<file path="config.mk">
export PLATFORM = sky130hd
export DESIGN_NAME = gpio_quad_port
export DESIGN_NICKNAME = d
export VERILOG_FILES = /design/src/rtl/gpio_quad_pkg.sv /design/src/rtl/gpio_sync2.sv /design/src/rtl/gpio_cfg_regs.sv /design/src/rtl/gpio_pin_ctrl.sv /design/src/rtl/gpio_quad_port.sv
export SDC_FILE = /design/constraint.sdc
export NUM_CORES = 1
export LEC_CHECK = 0
export ABC_CLOCK_PERIOD_IN_PS = 3300
export BUFFER_PORTS_ARGS = -buffer_cell sky130_fd_sc_hd__buf_2
export CELL_PAD_IN_SITES_DETAIL_PLACEMENT = 2
export CELL_PAD_IN_SITES_GLOBAL_PLACEMENT = 2
export CORE_MARGIN = 2
export CORE_UTILIZATION = 33
export CTS_CLUSTER_SIZE = 14
export DETAILED_ROUTE_END_ITERATION = 10
export PLACE_DENSITY = 0.94
export SYNTH_ARGS = -nofsm -noshare
export SYNTH_HDL_FRONTEND = slang
export SYNTH_SLANG_ARGS = --single-unit
</file>
<file path="constraint.sdc">
create_clock -name clk -period 3.3 [get_ports clk]
set_input_delay 0.33 -clock clk [delete_from_list [all_inputs] [get_ports clk]]
set_output_delay 0.33 -clock clk [all_outputs]
set_load 0.02 [all_outputs]
</file>
<file path="src/rtl/gpio_quad_pkg.sv">
// Package: shared mode encoding for the four-mode pin port.
// Assumes two bits per pin mode field; the encoding is fixed by R1.
package gpio_quad_pkg;

    localparam int MODE_W = 2;

    typedef enum logic [MODE_W-1:0] {
        PM_QUASI = 2'b00,
        PM_PUSH  = 2'b01,
        PM_HIZ   = 2'b10,
        PM_OPEN  = 2'b11
    } pin_mode_e;

endpackage

</file>
<file path="src/rtl/gpio_sync2.sv">
// Module: two-flop synchroniser for the pin inputs.
// Assumes pin_in is asynchronous to clk; output lags two edges.
module gpio_sync2 #(
    parameter int NPINS = 8
) (
    input  logic             clk,
    input  logic             rst_n,
    input  logic [NPINS-1:0] pin_in,
    output logic [NPINS-1:0] pin_sync
);

    logic [NPINS-1:0] meta_q;
    logic [NPINS-1:0] sync_q;

    // Shift the pin levels through two flop stages.
    always_ff @(posedge clk) begin
        if (!rst_n) begin
            meta_q <= '0;
            sync_q <= '0;
        end else begin
            meta_q <= pin_in;
            sync_q <= meta_q;
        end
    end

    assign pin_sync = sync_q;


    first_stage_chk: assert property (@(posedge clk) disable iff (!rst_n)
        $past(rst_n) |-> (meta_q == $past(pin_in)));


    second_stage_chk: assert property (@(posedge clk) disable iff (!rst_n)
        $past(rst_n) |-> (sync_q == $past(meta_q)));

endmodule

</file>
<file path="src/rtl/gpio_cfg_regs.sv">
// Module: output latch and per-pin mode register.
// Assumes strobes are single-cycle or level; each loads on every edge it is high.
module gpio_cfg_regs
    import gpio_quad_pkg::*;
#(
    parameter int NPINS = 8
) (
    input  logic                    clk,
    input  logic                    rst_n,
    input  logic                    wr_data_en,
    input  logic [NPINS-1:0]        wdata,
    input  logic                    wr_mode_en,
    input  logic [NPINS*MODE_W-1:0] wmode,
    output logic [NPINS-1:0]        lat_q,
    output logic [NPINS*MODE_W-1:0] mode_q
);

    localparam logic [NPINS*MODE_W-1:0] MODE_RST = {NPINS{PM_HIZ}};

    // Load the output latch on its write strobe; reset to all ones.
    always_ff @(posedge clk) begin
        if (!rst_n) begin
            lat_q <= '1;
        end else if (wr_data_en) begin
            lat_q <= wdata;
        end
    end

    // Load the mode fields on their write strobe; reset to input mode.
    always_ff @(posedge clk) begin
        if (!rst_n) begin
            mode_q <= MODE_RST;
        end else if (wr_mode_en) begin
            mode_q <= wmode;
        end
    end


    latch_load_chk: assert property (@(posedge clk) disable iff (!rst_n)
        wr_data_en |=> (lat_q == $past(wdata)));


    latch_hold_chk: assert property (@(posedge clk) disable iff (!rst_n)
        (!wr_data_en && !wr_mode_en) |=> ($stable(lat_q) && $stable(mode_q)));


    reset_value_chk: assert property (@(posedge clk) disable iff (!rst_n)
        !$past(rst_n) |-> ((lat_q == '1) && (mode_q == MODE_RST)));

endmodule

</file>
<file path="src/rtl/gpio_pin_ctrl.sv">
// Module: per-pin mode decode into pad controls and readback source.
// Assumes mode and latch come from registers, so its outputs are glitch-free after an edge.
module gpio_pin_ctrl
    import gpio_quad_pkg::*;
(
    input  logic              clk,
    input  logic              rst_n,
    input  logic [MODE_W-1:0] mode,
    input  logic              lat,
    input  logic              pin_s,
    output logic              drv_en,
    output logic              drv_val,
    output logic              pull_req,
    output logic              rd_bit
);

    pin_mode_e mode_e;
    assign mode_e = pin_mode_e'(mode);

    // Decode the mode into driver, pull-up and readback selection.
    always_comb begin
        drv_en   = 1'b0;
        drv_val  = 1'b0;
        pull_req = 1'b0;
        rd_bit   = pin_s;
        case (mode_e)
            PM_QUASI: begin
                drv_en   = ~lat;
                pull_req = lat;
            end
            PM_PUSH: begin
                drv_en  = 1'b1;
                drv_val = lat;
                rd_bit  = lat;
            end
            PM_HIZ: begin
                rd_bit = pin_s;
            end
            PM_OPEN: begin
                drv_en = ~lat;
                rd_bit = lat;
            end
            default: begin
                drv_en = 1'b0;
            end
        endcase
    end


    pull_vs_drive_chk: assert property (@(posedge clk) disable iff (!rst_n)
        pull_req |-> (!drv_en && (mode_e == PM_QUASI)));


    high_drive_chk: assert property (@(posedge clk) disable iff (!rst_n)
        drv_val |-> (drv_en && lat && (mode_e == PM_PUSH)));


    hiz_quiet_chk: assert property (@(posedge clk) disable iff (!rst_n)
        (mode_e == PM_HIZ) |-> (!drv_en && !pull_req));

endmodule

</file>
<file path="src/rtl/gpio_quad_port.sv">
// Module: top of the four-mode pin port.
// Assumes the pad is modelled outside from drv_en/drv_val/pull_req and fed back on pin_in.
module gpio_quad_port
    import gpio_quad_pkg::*;
#(
    parameter int NPINS = 8
) (
    input  logic                    clk,
    input  logic                    rst_n,
    input  logic                    wr_data_en,
    input  logic [NPINS-1:0]        wdata,
    input  logic                    wr_mode_en,
    input  logic [NPINS*MODE_W-1:0] wmode,
    input  logic                    rd_en,
    output logic [NPINS-1:0]        rdata,
    input  logic [NPINS-1:0]        pin_in,
    output logic [NPINS-1:0]        drv_en,
    output logic [NPINS-1:0]        drv_val,
    output logic [NPINS-1:0]        pull_req
);

    logic [NPINS-1:0]        lat_q;
    logic [NPINS*MODE_W-1:0] mode_q;
    logic [NPINS-1:0]        pin_sync;
    logic [NPINS-1:0]        rd_bits;

    gpio_cfg_regs #(.NPINS(NPINS)) u_regs (
        .clk        (clk),
        .rst_n      (rst_n),
        .wr_data_en (wr_data_en),
        .wdata      (wdata),
        .wr_mode_en (wr_mode_en),
        .wmode      (wmode),
        .lat_q      (lat_q),
        .mode_q     (mode_q)
    );

    gpio_sync2 #(.NPINS(NPINS)) u_sync (
        .clk      (clk),
        .rst_n    (rst_n),
        .pin_in   (pin_in),
        .pin_sync (pin_sync)
    );

    for (genvar gi = 0; gi < NPINS; gi++) begin : g_pin
        gpio_pin_ctrl u_ctrl (
            .clk      (clk),
            .rst_n    (rst_n),
            .mode     (mode_q[gi*MODE_W +: MODE_W]),
            .lat      (lat_q[gi]),
            .pin_s    (pin_sync[gi]),
            .drv_en   (drv_en[gi]),
            .drv_val  (drv_val[gi]),
            .pull_req (pull_req[gi]),
            .rd_bit   (rd_bits[gi])
        );
    end

    // Gate the readback word with the read strobe.
    always_comb begin
        rdata = rd_en ? rd_bits : '0;
    end


    read_gate_chk: assert property (@(posedge clk) disable iff (!rst_n)
        !rd_en |-> (rdata == '0));

endmodule

</file>
After elaboration in Yosys (flattened, before gate mapping)
Cells that the tools add are included.
{ "totals": {"register_bits": 40, "in_bits": 37, "out_inout_bits": 32, "word_cells": 85} }
{ "op_classes": {"eq_ne": 16, "muxes": 33, "bitwise": 8, "n_reduce_logical": 24} }
{ "op_table": {"columns": ["op", "count"], "rows": [
  ["$reduce_or A2 Y1", 16],
  ["$mux W1", 24],
  ["$eq A2 B1 Y1 const B", 8],
  ["$eq A2 B2 Y1 const B", 8],
  ["$logic_not A2 Y1", 8],
  ["$pmux W1 S2", 8],
  ["$mux W8", 1],
  ["$not A1 Y1", 8]
]} }

Depth between registers and ports, before layout
Gate-level depths: netlist of the first run.
{ "depth": {"depth_word": 4, "mapped_depth": 5, "ltp_nobuf": 4} }

Modules after synthesis
From an unflattened synthesis of the first run, not the netlist that was laid out.
{ "unflattened": {"hier_cells": 214, "area_unflattened_um2": 2173.3} }
{ "modules_own_cells": {"columns": ["module", "instances", "cells_each", "area_per_inst_um2", "seq_area_each_um2"], "rows": [
  ["gpio_cfg_regs", 1, 77, 875.8, 480.5],
  ["gpio_pin_ctrl", 8, 12, 100.1, 0.0],
  ["gpio_sync2", 1, 33, 446.7, 320.3],
  ["gpio_quad_port", 1, 8, 50.0, 0.0]
]} }

Worst setup path before layout of the first run
No wires, ideal clock.
{ "synth_timing": {"path_type": "register to output", "startpoint": "register u_regs.mode_q[15]", "endpoint": "output rdata[7]", "arrival_ns": 1.199, "required_ns": 2.970, "slack_ns": 1.771, "path_stages_with_launch": 4, "path_buffers": 0, "path_cell_list": "dfxtp_1 inv_1 ha_1 o31ai_1"} }
{ "synth_via": {"elab_chain_len": 4, "elab_cells_between_ends": 5, "cone_classes": "2 x eq/ne; 2 x mux; 1 x reduce/logical"} }
{ "synth_rtl": {"columns": ["item", "line", "rtl"], "rows": [
  ["start, declared", "gpio_cfg_regs.sv:15", "output logic [NPINS*MODE_W-1:0] mode_q"],
  ["start signal, assigned", "gpio_cfg_regs.sv:34", "mode_q <= wmode;"],
  ["$eq A2 B1 Y1 / $eq A2 B2 Y1 (equally long branches)", "gpio_pin_ctrl.sv:26", "case (mode_e)"],
  ["$reduce_or A2 Y1 (no source line) (*)", null, null],
  ["$mux W1 (*)", "gpio_pin_ctrl.sv:26", null],
  ["$mux W8 (*)", "gpio_quad_port.sv:61", "rdata = rd_en ? rd_bits : '0;"],
  ["end, declared", "gpio_quad_port.sv:15", "output logic [NPINS-1:0] rdata,"]
]} }
Every way passes the cells marked *; elsewhere a longest branch is shown, timed or not.

Final worst setup path of the first run
{ "layout_timing": {"startpoint": "register u_regs.mode_q[12]", "endpoint": "output drv_en[6]"} }
{ "layout_via": {"elab_chain_len": 3, "elab_cells_between_ends": 5, "cone_classes": "2 x eq/ne; 1 x mux; 2 x reduce/logical"} }
{ "layout_rtl": {"columns": ["item", "line", "rtl"], "rows": [
  ["$eq A2 B2 Y1 / $logic_not A2 Y1 (equally long branches)", "gpio_pin_ctrl.sv:26", null],
  ["$reduce_or A2 Y1 (no source line)", null, null],
  ["$pmux W1 S2 (*)", "gpio_pin_ctrl.sv:26", null],
  ["end, declared", "gpio_quad_port.sv:17", "output logic [NPINS-1:0] drv_en,"]
]} }
Marked as above.

==> results of run 1 <==
[flip-flops by register name, indices dropped and copies added (netlist names)]
register         flops
u_regs.lat_q         8
u_regs.mode_q       16
u_sync.meta_q        8
u_sync.pin_sync      8
[placed cells by master (no fill, tap or decap)]
cell type	netlist	final
and2_1	32	32
buf_2	2	68
bufinv_16	0	1
clkbuf_8	0	7
dfxtp_1	40	40
ha_1	32	32
inv_1	16	16
mux2i_1	16	16
nand2_1	24	24
nor2_1	8	8
nor2b_1	8	8
o211ai_1	14	14
o211ai_2	2	2
o21ba_2	8	8
o31ai_1	8	8
[area by class of cell]
cell class              instances  area [sq um]  share of cell area
flip-flops and latches         40           801               0.302
repair buffers                 68           340               0.128
inverters                      16          60.1              0.0227
clock buffers                   7          96.3              0.0364
multi-input cells             152          1200               0.453
well taps                      96           120              0.0453
clock inverters                 1          30.0              0.0113
[worst min-delay path by stage]
stage                          start            endpoint  slack, ns  cells past startpoint
floorplan           u_sync.meta_q[0]  u_sync.pin_sync[0]       0.41                      1
global placement    u_sync.meta_q[6]  u_sync.pin_sync[6]       0.42                      1
detailed placement  u_sync.meta_q[7]  u_sync.pin_sync[7]       0.42                      1
CTS                        pin_in[2]    u_sync.meta_q[2]       0.23                      2
global route               pin_in[2]    u_sync.meta_q[2]       0.23                      2
finish                     pin_in[2]    u_sync.meta_q[2]       0.24                      2
[layer usage]
metal / global-route usage / vias up
met1: 0.158 / 803
li1: - / 843
met5: 0 / -
met4: 0.0378 / 0
met2: 0.280 / 37
met3: 0.0320 / 6
[logic make-up after synthesis]
logic type / Yosys count / share of synthesized area
adders and majority gates: 32 / 0.172
and+or+nand+nor: 72 / 0.159
DFF: 40 / 0.344
muxes: 16 / 0.0688
buffers and inverters: 50 / 0.140
AOI/OAI and AO/OA: 32 / 0.116
[synth_stat cells]
cell	n	share of area
dfxtp_1	40	0.34
inv_1	16	0.026
nand2_1	24	0.039
buf_12	1	0.0086
o21ba_2	8	0.034
nor2_1	8	0.013
mux2i_1	16	0.069
buf_2	2	0.0043
nor2b_1	8	0.021
buf_8	1	0.0064
buf_1	1	0.0016
buf_6	2	0.0097
and2_1	32	0.086
ha_1	32	0.17
buf_4	25	0.081
o211ai_2	2	0.011
clkbuf_1	2	0.0032
o211ai_1	14	0.045
o31ai_1	8	0.026
[power breakdown]
group          internal, mW  switching, mW  total, mW
combinational        0.0768         0.0962      0.173
sequential            0.510         0.0207      0.531
clock                 0.267          0.168      0.435
total                 0.854          0.285       1.14
[critical path: cells and delay by family (launching register included)]
kind	cells	cell delay (ns)
flops	1	0.38
fa+ha+maj	1	0.29
buf+inv	2	0.26
compound gates	1	0.20
simple gates	1	0.10
==> run metrics, run 1 <==
Mapped Nets=311; crit-path max cell delay=0.38 ns; Initial Util=0.343; GRT Util Overall=0.145; largest net degree at the start of global routing=41; Final WS setup=1.45 ns; CTS Buffer Depth=2; crit path to=drv_en[6]; WL per Instance=13.4 um; synth warn=0; fraction of layout cells with a size suffix above 1=0.303; TritonCTS clock tree=done; worst reg2reg startpoint=u_regs.mode_q[11]; first-pass GRT wire length=roughly 8700 um; vias in the first global route=1820; hold_buf cts=0; status=finished, final reports clean; Slew Viols, Final=0; Yosys reg bits=40; routed length on met1=2000 um; clock insertion delay at the later pin of the skew report=0.28 ns; Tcrit/Tclk final=0.562; headroom to the max-slew limit=0.583; f_max=0.539 GHz; Chip Width=88 um; WP data required=2.97 ns; class of the worst hold path=in2reg; GRT overflow=0; slowest CP cell=dfxtp_1; post-synthesis area per instance=9.62 sq um; PortBufs=68; CTS buffer count=5; Worst R2R Path Depth=2; max layer used=met4; synthesized instance count=242; full die area=0.00774 sq mm; initial DRC count=21; post-cts repair resize count=0; routed vias/inst=~4.4; Min Hold Slack=~0.24 ns; crit end category=output port; final net count=352; critical path launch point type=register; chip height=88 um; power consumption=1.14 mW; CP Class=reg2out; Max Cap Viol=0; wire length on met3=~210 um; antenna cell count=0; Routed Wire Length=5080 um; WL met2=around 2800 um; Routed Antenna Nets=0; Critical Path Start=u_regs.mode_q[12]; Core ar.=between 0.006 and 0.007 sq mm; site row count=30; Final Util=0.390; post-synthesis sequential area ratio=0.344; Setup-failing EPs final=0; Worst-Margin Slew=0.626 ns; reg-to-reg critical path endpoint=u_regs.mode_q[11]; critical path arrival=1.52 ns; dpl ws=~1.7 ns; dpl cell area=0.00252 sq mm; minimum clock period after layout=1.85 ns; Static Leak=1.34 nW; cell area after synthesis=0.00233 sq mm; # fillers=798; initial antenna violation count=0; PD cells=~430 mW/mm^2; non-filler instance count after layout=380; Sum Neg Setup Slack=0 ns; RSZ-0062 raised after global routing=false; placed cell count=372; Root Buffer=clkbuf_8; final design instance area without fill=around 0.0026 sq mm; Max Fanout on Critical Path=4; CTS sink count=40; I/O Pins=69; Worst VDD drop=between 0.15 and 0.2 mV; RePlAce Congestion=0.722; vias post-DR=roughly 1700; count of different cell masters after synthesis=19; flop-to-flop setup slack=between 2 and 3 ns; Critical Path, Cell by Cell=inv_1 -> ha_1 -> o21ba_2 -> nor2_1 -> buf_2; final hold violations=0; CTS clk-pin slew, worst paths=0.08 ns; Pre-Repair DR Iteration Count=3; post-CTS setup buffer count=0; Layout area overhead=13.8%; DP Wirelength=between 3000 and 4000 um; DR DRC count=0; H-Tree Depth=2; clk_skew=roughly 0.0013 ns
Note: power is estimated with default switching activity, not from simulation.
==> inputs of run 2 (changes only) <==
ABC_CLOCK_PERIOD_IN_PS = 1600   (was 3300)
CORE_UTILIZATION = 28   (was 33)
PLACE_DENSITY = 0.86   (was 0.94)
clock period = 1.6 ns   (was 3.3 ns; I/O delays follow)
==> run metrics, run 2 (same netlist as run 1, synthesis figures left out) <==
headroom to the max-slew limit=0.625 (was 0.583); class of the worst hold path=in2reg (unchanged); # fillers=891 (was 798); Worst-Margin Slew=0.563 ns (was 0.626 ns); final design instance area without fill=0.00317 sq mm (was 0.00265 sq mm); dpl cell area=0.00256 sq mm (was 0.00252 sq mm); Initial Util=0.286 (was 0.343); Slew Viols, Final=0 (unchanged); Setup-failing EPs final=0 (unchanged); Chip Width=95.2 um (was 88 um); critical path launch point type=register (unchanged); CTS Buffer Depth=2 (unchanged); RSZ-0062 raised after global routing=true (was false); DR DRC count=0 (unchanged); routed vias/inst=4.45 (was 4.44); critical path arrival=1.43 ns (was 1.52 ns); H-Tree Depth=2 (unchanged); Reg power frac=0.492 (was 0.466); Routed Wire Length=6250 um (was 5080 um); worst reg2reg startpoint=u_regs.mode_q[14] (was u_regs.mode_q[11]); final net count=368 (was 352); vias in the first global route=1976 (was 1820); minimum clock period after layout=1.59 ns; clock insertion delay at the later pin of the skew report=0.28 ns (about the same); Final Util=0.389 (was 0.390); chip height=95.2 um (was 88 um); hold_buf cts=0 (unchanged); Layout area overhead=35.9% (was 13.8%); fraction of layout cells with a size suffix above 1=0.542 (was 0.303); Clock Power Share=0.281 (was 0.382); first-pass GRT wire length=9230 um (was 8650 um); Max Fanout on Critical Path=4 (unchanged); most frequent cells in the layout=55 x buf_2, 32 x and2_1, 24 x nand2_1, 24 x dfxtp_1, 18 x ha_4 (was 68 x buf_2, 40 x dfxtp_1, 32 x and2_1, 32 x ha_1, 24 x nand2_1); CTS sink count=40 (unchanged); sw frac=0.289 (was 0.250); vias post-DR=1798 (was 1689); RePlAce Congestion=0.708 (was 0.722); PortBufs=68 (unchanged); TritonCTS clock tree=done (unchanged); I/O Pins=69 (unchanged); antenna cell count=0 (unchanged); DP Wirelength=4260 um (was 3970 um); initial DRC count=18 (was 21); placed cell count=383 (was 372); initial antenna violation count=0 (unchanged); Max Cap Viol=0 (unchanged); Tcrit/Tclk final=0.991; Worst VDD drop=0.245 mV (was 0.176 mV); full die area=0.00906 sq mm (was 0.00774 sq mm); non-filler instance count after layout=404 (was 380); WL per Instance=15.5 um (was 13.4 um); max reg flops=16 (unchanged); Static Leak=1.41 nW (was 1.34 nW); status=finished, final reports clean (unchanged); f_max=between 0.6 and 0.7 GHz; CTS buffer count=5 (unchanged); CP Class=reg2out (unchanged); GRT Util Overall=0.131 (was 0.145); Top reg by flops=u_regs.mode_q (unchanged); NetSw=0.646 mW (was 0.285 mW); crit end category=output port (unchanged); Multi-input gate area=0.00150 sq mm (was 0.00120 sq mm); Core ar.=0.00813 sq mm (was 0.00679 sq mm); clk_skew=0.00412 ns (was 0.00133 ns); Root Buffer=clkbuf_8 (unchanged); P_int=1.59 mW (was 0.854 mW); Register Area=838 sq um (was 801 sq um); hold_sp=pin_in[7] (was pin_in[2]); most common cell after layout, fill and taps aside=buf_2 (unchanged); Pre-Repair DR Iteration Count=4 (was 3); CTS clk-pin slew, worst paths=0.07 ns (was 0.08 ns); Routed Antenna Nets=0 (unchanged); Critical Path Start=u_regs.mode_q[4] (was u_regs.mode_q[12]); largest net degree at the start of global routing=24 (was 41); WP data required=1.44 ns (was 2.97 ns); GRT overflow=0 (unchanged); final hold violations=0 (unchanged); Gate power share=0.227 (was 0.152); site row count=33 (was 30); PD cells=706 mW/mm^2 (was 430 mW/mm^2)
-- run 2: worst paths after layout --
path | cells past startpoint | end | slack, ns
min reg2reg | 1 | u_sync.pin_sync[2] | 0.44
max reg2reg | 4 | u_regs.mode_q[14] | 0.70
max | 5 | rdata[2] | 0.01
min | 2 | u_sync.meta_q[7] | 0.08
-- run 2: layer usage --
metal | GRT usage | vias to the layer above | wire, um
met2 | 0.270 | 41 | 3680
met5 | 0 | - | 0
met3 | 0.0277 | 2 | 204
met1 | 0.134 | 876 | 2350
met4 | 0.0217 | 0 | 21
li1 | - | 879 | -
-- run 2: worst max-delay path, cell delays in order, from the launching register on --
cell	delay, ns
dfxtp_4	0.36
buf_4	0.14
ha_4	0.16
o211ai_1	0.19
o31ai_1	0.12
buf_2	0.17
-- run 2: layout make-up --
| cell class | instances | area share |
|---|---|---|
| well taps | 105 | 0.0415 |
| clock inverters | 1 | 0.00158 |
| inverters | 16 | 0.0206 |
| clock buffers | 6 | 0.0229 |
| flip-flops and latches | 40 | 0.265 |
| repair buffers | 84 | 0.175 |
| multi-input cells | 152 | 0.474 |
-- run 2: stage by stage --
stage / setup WS [ns] / hold WS [ns] / TNS (ns) / power, mW
floorplan: 0.241 / 0.278 / 0 / 1.39
global placement: 0.273 / 0.368 / 0 / 1.47
detailed placement: 0.194 / 0.374 / 0 / 1.50
CTS: 0.00132 / 0.0650 / 0 / 2.20
global route: -0.0559 / 0.0793 / -0.228 / 2.37
finish: 0.0143 / 0.0777 / 0 / 2.24
-- run 2: power groups by stage --
stage | sequential (mW) | clock (mW) | combinational, mW
2_1_floorplan | 1.11 | 0 | 0.288
3_3_place_gp | 1.11 | 0 | 0.357
3_5_place_dp | 1.12 | 0 | 0.382
4_1_cts | 1.10 | 0.670 | 0.435
5_1_grt | 1.11 | 0.696 | 0.566
6_report | 1.10 | 0.628 | 0.508
-- run 2: repair_timing --
| action | CTS | global route |
|---|---|---|
| endpoints found under the setup margin | 14 | 16 |
| setup buffers | 12 | 2 |
| pin swaps | 7 | 17 |
| resized for setup | 40 | 71 |
